===== config.mk =====
export PLATFORM = sky130hd
export DESIGN_NAME = dma_chan_top
export DESIGN_NICKNAME = d
export VERILOG_FILES = /design/src/rtl/dma_chan_pkg.sv /design/src/rtl/dma_chan_ctrl.sv /design/src/rtl/dma_chan_dp.sv /design/src/rtl/dma_chan_top.sv
export SDC_FILE = /design/constraint.sdc
export NUM_CORES = 1
export LEC_CHECK = 0
export ABC_AREA = 1
export BUFFER_PORTS_ARGS = -buffer_cell sky130_fd_sc_hd__buf_2
export CORE_ASPECT_RATIO = 0.7
export CORE_MARGIN = 2
export CORE_UTILIZATION = 45
export DETAILED_ROUTE_END_ITERATION = 10
export PLACE_DENSITY = 0.65
export SLEW_MARGIN = 25
export SYNTH_ARGS = -nofsm -noshare
export SYNTH_HDL_FRONTEND = slang
export SYNTH_HIERARCHICAL = 1
export SYNTH_SLANG_ARGS = --single-unit

===== constraint.sdc =====
create_clock -name clk -period 2.4 [get_ports clk]
set_input_delay 0.36 -clock clk [delete_from_list [all_inputs] [get_ports clk]]
set_output_delay 0.36 -clock clk [all_outputs]
set_load 0.02 [all_outputs]

===== src/rtl/dma_chan_pkg.sv =====
package dma_chan_pkg;

  typedef enum logic [1:0] {
    ST_IDLE,
    ST_RD,
    ST_WR,
    ST_FIN
  } chanState_e;

  typedef struct packed {
    logic rdPhase;
    logic wrPhase;
    logic latchData;
    logic finishItem;
  } ctrlStrobe_t;

  localparam logic [2:0] SEL_CTRL  = 3'd0;
  localparam logic [2:0] SEL_PBASE = 3'd1;
  localparam logic [2:0] SEL_MBASE = 3'd2;
  localparam logic [2:0] SEL_COUNT = 3'd3;
  localparam logic [2:0] SEL_STAT  = 3'd4;

  localparam int CTRL_BITS = 10;

  // byte step for a size code; reserved code 11 behaves as a word
  function automatic logic [2:0] stepOf(input logic [1:0] sz);
    case (sz)
      2'b00:   stepOf = 3'd1;
      2'b01:   stepOf = 3'd2;
      default: stepOf = 3'd4;
    endcase
  endfunction

endpackage


===== src/rtl/dma_chan_ctrl.sv =====
module dma_chan_ctrl
  import dma_chan_pkg::*;
(
  input  logic        clk,
  input  logic        rstN,
  input  logic        chanEn,
  input  logic        cntZero,
  input  logic        dmaReq,
  input  logic        busAck,
  output ctrlStrobe_t stb,
  output logic        busReq,
  output logic        busWr,
  output logic        dmaAck
);

  chanState_e stateQ, stateD;

  always_ff @(posedge clk or negedge rstN) begin
    if (!rstN) stateQ <= ST_IDLE;
    else       stateQ <= stateD;
  end

  always_comb begin
    stateD = stateQ;
    case (stateQ)
      ST_IDLE: if (chanEn && dmaReq && !cntZero) stateD = ST_RD;
      ST_RD:   if (busAck) stateD = ST_WR;
      ST_WR:   if (busAck) stateD = ST_FIN;
      default: stateD = ST_IDLE;
    endcase
  end

  always_comb begin
    stb.rdPhase    = (stateQ == ST_RD);
    stb.wrPhase    = (stateQ == ST_WR);
    stb.latchData  = (stateQ == ST_RD) && busAck;
    stb.finishItem = (stateQ == ST_FIN);
  end

  assign busReq = (stateQ == ST_RD) || (stateQ == ST_WR);
  assign busWr  = (stateQ == ST_WR);
  assign dmaAck = (stateQ == ST_FIN);

endmodule


===== src/rtl/dma_chan_dp.sv =====
module dma_chan_dp
  import dma_chan_pkg::*;
#(
  parameter int ADDR_W = 32,
  parameter int DATA_W = 32,
  parameter int CNT_W  = 16,
  parameter int REG_W  = 32
) (
  input  logic              clk,
  input  logic              rstN,
  input  logic [2:0]        cfgSel,
  input  logic              cfgWr,
  input  logic              cfgSecure,
  input  logic [REG_W-1:0]  cfgWdata,
  output logic [REG_W-1:0]  cfgRdata,
  input  ctrlStrobe_t       stb,
  output logic [ADDR_W-1:0] busAddr,
  output logic [1:0]        busSize,
  output logic [DATA_W-1:0] busWdata,
  input  logic [DATA_W-1:0] busRdata,
  output logic              busSecure,
  output logic              chanEn,
  output logic              cntZero
);

  logic              enQ, circQ, dirQ, pIncQ, mIncQ, secQ, doneQ;
  logic [1:0]        pSizeQ, mSizeQ;
  logic [ADDR_W-1:0] pBaseQ, mBaseQ, pWorkQ, mWorkQ;
  logic [CNT_W-1:0]  cntQ, reloadQ;
  logic [DATA_W-1:0] dataQ;

  logic accessOk, wrOk, ctrlWr, enRise, lastItem, cfgLock;

  assign accessOk = cfgSecure || !secQ;
  assign wrOk     = cfgWr && accessOk;
  assign ctrlWr   = wrOk && (cfgSel == SEL_CTRL);
  assign enRise   = ctrlWr && cfgWdata[0] && !enQ;
  assign cfgLock  = enQ;
  assign lastItem = stb.finishItem && (cntQ == CNT_W'(1));

  // control word
  always_ff @(posedge clk or negedge rstN) begin
    if (!rstN) begin
      {enQ, circQ, dirQ, pIncQ, mIncQ, secQ} <= '0;
      pSizeQ <= '0;
      mSizeQ <= '0;
    end else if (ctrlWr) begin
      enQ <= cfgWdata[0];
      if (!cfgLock) begin
        circQ  <= cfgWdata[1];
        dirQ   <= cfgWdata[2];
        pIncQ  <= cfgWdata[3];
        mIncQ  <= cfgWdata[4];
        pSizeQ <= cfgWdata[6:5];
        mSizeQ <= cfgWdata[8:7];
        if (cfgSecure) secQ <= cfgWdata[9];
      end
    end
  end

  // base addresses
  always_ff @(posedge clk or negedge rstN) begin
    if (!rstN) begin
      pBaseQ <= '0;
      mBaseQ <= '0;
    end else if (wrOk && !cfgLock) begin
      if (cfgSel == SEL_PBASE) pBaseQ <= cfgWdata[ADDR_W-1:0];
      if (cfgSel == SEL_MBASE) mBaseQ <= cfgWdata[ADDR_W-1:0];
    end
  end

  // item counter, its reload value and the completion flag
  always_ff @(posedge clk or negedge rstN) begin
    if (!rstN) begin
      cntQ    <= '0;
      reloadQ <= '0;
      doneQ   <= 1'b0;
    end else begin
      if (stb.finishItem) begin
        cntQ <= (lastItem && circQ) ? reloadQ : cntQ - CNT_W'(1);
      end else if (wrOk && !cfgLock && cfgSel == SEL_COUNT) begin
        cntQ    <= cfgWdata[CNT_W-1:0];
        reloadQ <= cfgWdata[CNT_W-1:0];
      end
      if (lastItem) doneQ <= 1'b1;
      else if (wrOk && cfgSel == SEL_STAT) doneQ <= 1'b0;
    end
  end

  // hidden working addresses and data holding register
  always_ff @(posedge clk or negedge rstN) begin
    if (!rstN) begin
      pWorkQ <= '0;
      mWorkQ <= '0;
      dataQ  <= '0;
    end else begin
      if (enRise || (lastItem && circQ)) begin
        pWorkQ <= pBaseQ;
        mWorkQ <= mBaseQ;
      end else if (stb.finishItem) begin
        if (pIncQ) pWorkQ <= pWorkQ + ADDR_W'(stepOf(pSizeQ));
        if (mIncQ) mWorkQ <= mWorkQ + ADDR_W'(stepOf(mSizeQ));
      end
      if (stb.latchData) dataQ <= busRdata;
    end
  end

  // source side is memory when dirQ is set, destination the other side
  logic useMem;
  assign useMem    = stb.rdPhase ? dirQ : !dirQ;
  assign busAddr   = useMem ? mWorkQ : pWorkQ;
  assign busSize   = useMem ? mSizeQ : pSizeQ;
  assign busWdata  = dataQ;
  assign busSecure = secQ;
  assign chanEn    = enQ;
  assign cntZero   = (cntQ == '0);

  always_comb begin
    cfgRdata = '0;
    if (accessOk) begin
      case (cfgSel)
        SEL_CTRL:  cfgRdata = REG_W'({secQ, mSizeQ, pSizeQ, mIncQ, pIncQ, dirQ, circQ, enQ});
        SEL_PBASE: cfgRdata = REG_W'(pBaseQ);
        SEL_MBASE: cfgRdata = REG_W'(mBaseQ);
        SEL_COUNT: cfgRdata = REG_W'(cntQ);
        SEL_STAT:  cfgRdata = REG_W'(doneQ);
        default:   cfgRdata = '0;
      endcase
    end
  end

endmodule


===== src/rtl/dma_chan_top.sv =====
module dma_chan_top
  import dma_chan_pkg::*;
#(
  parameter int ADDR_W = 32,
  parameter int DATA_W = 32,
  parameter int CNT_W  = 16,
  parameter int REG_W  = 32
) (
  input  logic              clk,
  input  logic              rstN,
  input  logic [2:0]        cfgSel,
  input  logic              cfgWr,
  input  logic              cfgSecure,
  input  logic [REG_W-1:0]  cfgWdata,
  output logic [REG_W-1:0]  cfgRdata,
  input  logic              dmaReq,
  output logic              dmaAck,
  output logic              busReq,
  output logic              busWr,
  output logic              busSecure,
  output logic [1:0]        busSize,
  output logic [ADDR_W-1:0] busAddr,
  output logic [DATA_W-1:0] busWdata,
  input  logic [DATA_W-1:0] busRdata,
  input  logic              busAck
);

  ctrlStrobe_t stb;
  logic chanEn, cntZero;

  dma_chan_ctrl u_ctrl (
    .clk(clk), .rstN(rstN), .chanEn(chanEn), .cntZero(cntZero),
    .dmaReq(dmaReq), .busAck(busAck), .stb(stb),
    .busReq(busReq), .busWr(busWr), .dmaAck(dmaAck)
  );

  dma_chan_dp #(
    .ADDR_W(ADDR_W), .DATA_W(DATA_W), .CNT_W(CNT_W), .REG_W(REG_W)
  ) u_dp (
    .clk(clk), .rstN(rstN), .cfgSel(cfgSel), .cfgWr(cfgWr),
    .cfgSecure(cfgSecure), .cfgWdata(cfgWdata), .cfgRdata(cfgRdata),
    .stb(stb), .busAddr(busAddr), .busSize(busSize), .busWdata(busWdata),
    .busRdata(busRdata), .busSecure(busSecure), .chanEn(chanEn),
    .cntZero(cntZero)
  );

endmodule


==> results.md <==
STA:
- Derived from the worst setup path, the maximum achievable clock frequency is 409.5 MHz.
- In the post-route analysis, the smallest setup slack over all paths is -0.04171 ns.
- The worst pin sits at a relative slew slack of 0.5453.
- Summed over all failing endpoints, the final setup total negative slack is -0.2538 ns.
- The worst hold slack after final layout is 0.06797 ns.
- Setup repair after global routing could not meet its margin everywhere.
- The final number of setup-violating endpoints is 18.
- After layout, the minimum clock period comes to 2.442 ns.
- The number of max-slew violations in the final report is 0.
- The final number of hold-violating endpoints is 0.
- The clock arrives with 0.01560 ns of skew.
- At the pin with the least slew margin, the transition time is 0.6804 ns.
- In the finished design, the share of the clock period the worst path needs comes to 1.017.

Min path:
- The end of the worst hold path is u_dp/busWdata[30].
- The worst hold path was traced through 2 stages.
- The worst min-delay path startpoint is busRdata[30].
- The path class of the lowest-slack min-delay path is in2reg.

Setup path:
- In this design, the largest share of critical-path delay is due to buffers and inverters.
- STA puts the critical path data required time at 2.04 ns.
- Walking the worst path, the cells encountered are inv_2 > ha_4 > xor2_4 > buf_12 > buf_12 > mux2_4 > buf_6.
- The slack of the worst reg-to-reg path is 0.02 ns.
- The highest fanout seen on the critical path is 7.
- The critical path contains buffers and inverters numbering 4 combined.
- The worst register-to-register path ends at u_dp/cntQ[0].
- The startpoint type of the worst setup path is a flip-flop.
- For this design, the slowest cell found on the critical path is sky130_fd_sc_hd__dfrtp_1.
- The startpoint of the worst-slack reg-to-reg timing path is u_ctrl/stateQ[1].
- The classification of the worst setup path is reg2out.
- The delay of the slowest cell on the worst path is 0.39 ns.
- STA classifies the critical path endpoint as a primary output.
- The number of cells on the worst reg-to-reg path is 14.
- The worst endpoint data arrival time is 2.08 ns.
- The cell with the most instances on the worst path is sky130_fd_sc_hd__buf_12.

Drt:
- Once detail routing completed, the nets flagged for antenna violations numbered 0.
- Detailed routing inserted a total of 11910 vias.
- In this run, the number of DRC markers left after iteration 0 of detailed routing was 1228.
- The mean number of vias per cell is 5.399.
- The detailed-route DRC error count is 0.
- The final layout contains routed wiring with a total length of 41.20 mm.
- The wire length per cell is 18.68 um.
- For this run, the detailed router's first-pass iteration total came to 6.

GRT:
- The total overflow left after global routing is 0.
- The via count of the first global-routing pass is 11295.
- Across every metal layer, demand over resource in global routing totals 0.2989.
- The first global-routing pass estimated 64.65 mm of wire.
- The initial antenna violation count is 1.
- The maximum number of pins on one net before global-route repair is 83.

Die:
- For this design the top-level I/O count stands at 175.
- The vertical die dimension is 140.8 um.
- The initial cell density of the core is 0.4536.
- The die covers 0.02808 mm^2.
- After floorplanning, the core was sized to cover 0.02653 mm^2.
- Row generation in the floorplan step produced 50 rows.
- The die width is 199.4 um.

Placed design:
- Detailed placement finished with a half-perimeter wire length of 30.29 mm.
- The weighted congestion reported at the end of routability-driven placement is 0.9742.
- The post-placement cell count is 2149.
- The count of buffers added on input and output ports is 174.
- The placed standard-cell area is 0.01346 mm^2.
- The setup slack at placement is 0.06018 ns.

CTS:
- The clock passes through at most 3 buffers.
- After clock tree synthesis, the clock-pin slew on the worst setup and hold paths is 0.06 ns.
- TritonCTS built the clock tree.
- The count of clock tree sinks is 205.
- The number of levels the H-tree was split into is 1.
- The clock root buffer is sky130_fd_sc_hd__clkbuf_16.
- The number of buffers added by the clock tree synthesis step is 23.
- The later-pin clock latency in the skew report is 0.53 ns.

Power and ir drop:
- Power comes to 18.93 mW.
- The net switching power is 8.206 mW.
- The worst voltage drop across the vdd grid is 0.7143 mV.
- Of the total power, registers draw 0.339.
- In this run the static leakage power is 7.200 nW.
- The clock share of power is 0.194.
- The combinational fraction of design power is 0.467.
- The power density over cell area is 1264 mW/mm^2.
- The internal power of the cells totals 10.73 mW.
- Of the total power, the share spent switching nets is 0.4334.

Synth:
- Synthesis handed over a netlist of 1625 instances.
- The area of the mapped netlist is 0.01203 mm^2.
- When the netlist entered floorplanning its net count stood at 1713.
- The synthesized area per cell is 7.404 um^2.
- The number of warnings issued by yosys is 6.

Status:
- The run finished, with violations left.
- The checks that failed: setup timing.

Cells and area:
- The final standard cell area without fillers is 0.01497 mm^2.
- Of the cells placed in the final design, the portion with a size suffix greater than 1 is 0.2271.
- The count of placed standard cells in the final layout, fillers left out is 2206.
- The number of fill cells in the layout is 2562.
- At the end of the flow, the number of nets in the layout was 1913.
- From synthesis to final layout, the design area changed by 24.46%.
- The utilization after layout is 0.5645.

Job:
- The max-capacitance violation count is 0.
==> state kept, by name, summed over array words and instances, names as in the netlist <==
register        count
u_dp/chanEn         1
u_dp/pWorkQ        32
u_dp/mSizeQ         2
u_dp/busSecure      1
u_dp/reloadQ       16
u_dp/busWdata      32
u_dp/pIncQ          1
u_dp/mIncQ          1
u_dp/pBaseQ        32
u_dp/mWorkQ        32
u_dp/circQ          1
u_dp/pSizeQ         2
u_dp/mBaseQ        32
u_dp/doneQ          1
u_dp/cntQ          16
u_dp/dirQ           1
u_ctrl/stateQ       2
==> metal layers <==
| layer | vias to the layer above | part of all wire | global-route usage |
|---|---|---|---|
| met5 | - | 0 | 0 |
| met4 | 0 | 0.016 | 0.05341 |
| met3 | 49 | 0.13 | 0.1031 |
| met2 | 574 | 0.39 | 0.3919 |
| met1 | 5683 | 0.47 | 0.4707 |
| li1 | 5604 | - | - |
==> timing repair <==
item,4_1_cts,5_1_grt
setup buffers,7,2
hold buffers,1,0
pin swaps,2,2
hold endpoints to repair,32,0
cloned,5,1
setup endpoints to repair,34,40
resized for setup,120,52
==> layout make-up <==
class	count	area [um^2]	share of cell area
Tap cell	364	455.4	0.03041
Antenna cell	1	2.502	0.0001671
Multi-Input combinational cell	1197	6285	0.4197
Clock buffer	27	610.6	0.04078
Sequential cell	205	5132	0.3427
Timing Repair Buffer	231	1704	0.1138
Inverter	167	626.9	0.04186
Clock inverter	14	157.7	0.01053
==> power groups by stage <==
| stage | Combinational, mW | Clock [mW] | Sequential [mW] |
|---|---|---|---|
| floorplan | 4.44 | 0 | 6.20 |
| detailed placement | 6.86 | 0 | 6.35 |
| global route | 9.59 | 3.88 | 6.59 |
| global placement | 6.74 | 0 | 6.32 |
| CTS | 8.31 | 3.73 | 6.32 |
| finish | 8.85 | 3.67 | 6.42 |
==> worst max-delay path by stage <==
| stage | startpoint | slack [ns] | to | cells after the start |
|---|---|---|---|---|
| 3_5_place_dp | u_dp/pSizeQ[1] | 0.06 | u_dp/pWorkQ[30] | 12 |
| 2_1_floorplan | u_ctrl/stateQ[1] | 0.23 | busAddr[11] | 5 |
| 6_report | u_ctrl/stateQ[1] | -0.04 | busAddr[11] | 7 |
| 5_1_grt | u_ctrl/stateQ[1] | -0.09 | busAddr[11] | 7 |
| 3_3_place_gp | u_ctrl/stateQ[0] | 0.04 | u_dp/mWorkQ[25] | 12 |
| 4_1_cts | u_ctrl/stateQ[1] | -0.06 | busAddr[14] | 7 |
==> cells in the final DEF (no fill, tap or decap), types with 5 or more instances in the layout <==
cell	count
sky130_fd_sc_hd__a21oi_1	36
sky130_fd_sc_hd__buf_12	7
sky130_fd_sc_hd__buf_2	139
sky130_fd_sc_hd__buf_4	46
sky130_fd_sc_hd__buf_6	31
sky130_fd_sc_hd__clkbuf_16	24
sky130_fd_sc_hd__clkinv_2	7
sky130_fd_sc_hd__dfrtp_1	203
sky130_fd_sc_hd__ha_1	11
sky130_fd_sc_hd__inv_1	160
sky130_fd_sc_hd__mux2_2	64
sky130_fd_sc_hd__mux2_4	5
sky130_fd_sc_hd__nand2_1	552
sky130_fd_sc_hd__nand2_2	14
sky130_fd_sc_hd__nand3_1	115
sky130_fd_sc_hd__nand4_1	11
sky130_fd_sc_hd__nor2_1	159
sky130_fd_sc_hd__nor2_2	6
sky130_fd_sc_hd__nor2_4	9
sky130_fd_sc_hd__nor3_1	17
sky130_fd_sc_hd__o21ai_0	80
sky130_fd_sc_hd__o21ai_2	14
sky130_fd_sc_hd__o21ai_4	11
sky130_fd_sc_hd__o221ai_1	5
sky130_fd_sc_hd__o22ai_1	23
sky130_fd_sc_hd__xor2_1	28
(Power assumes the default switching activity.)
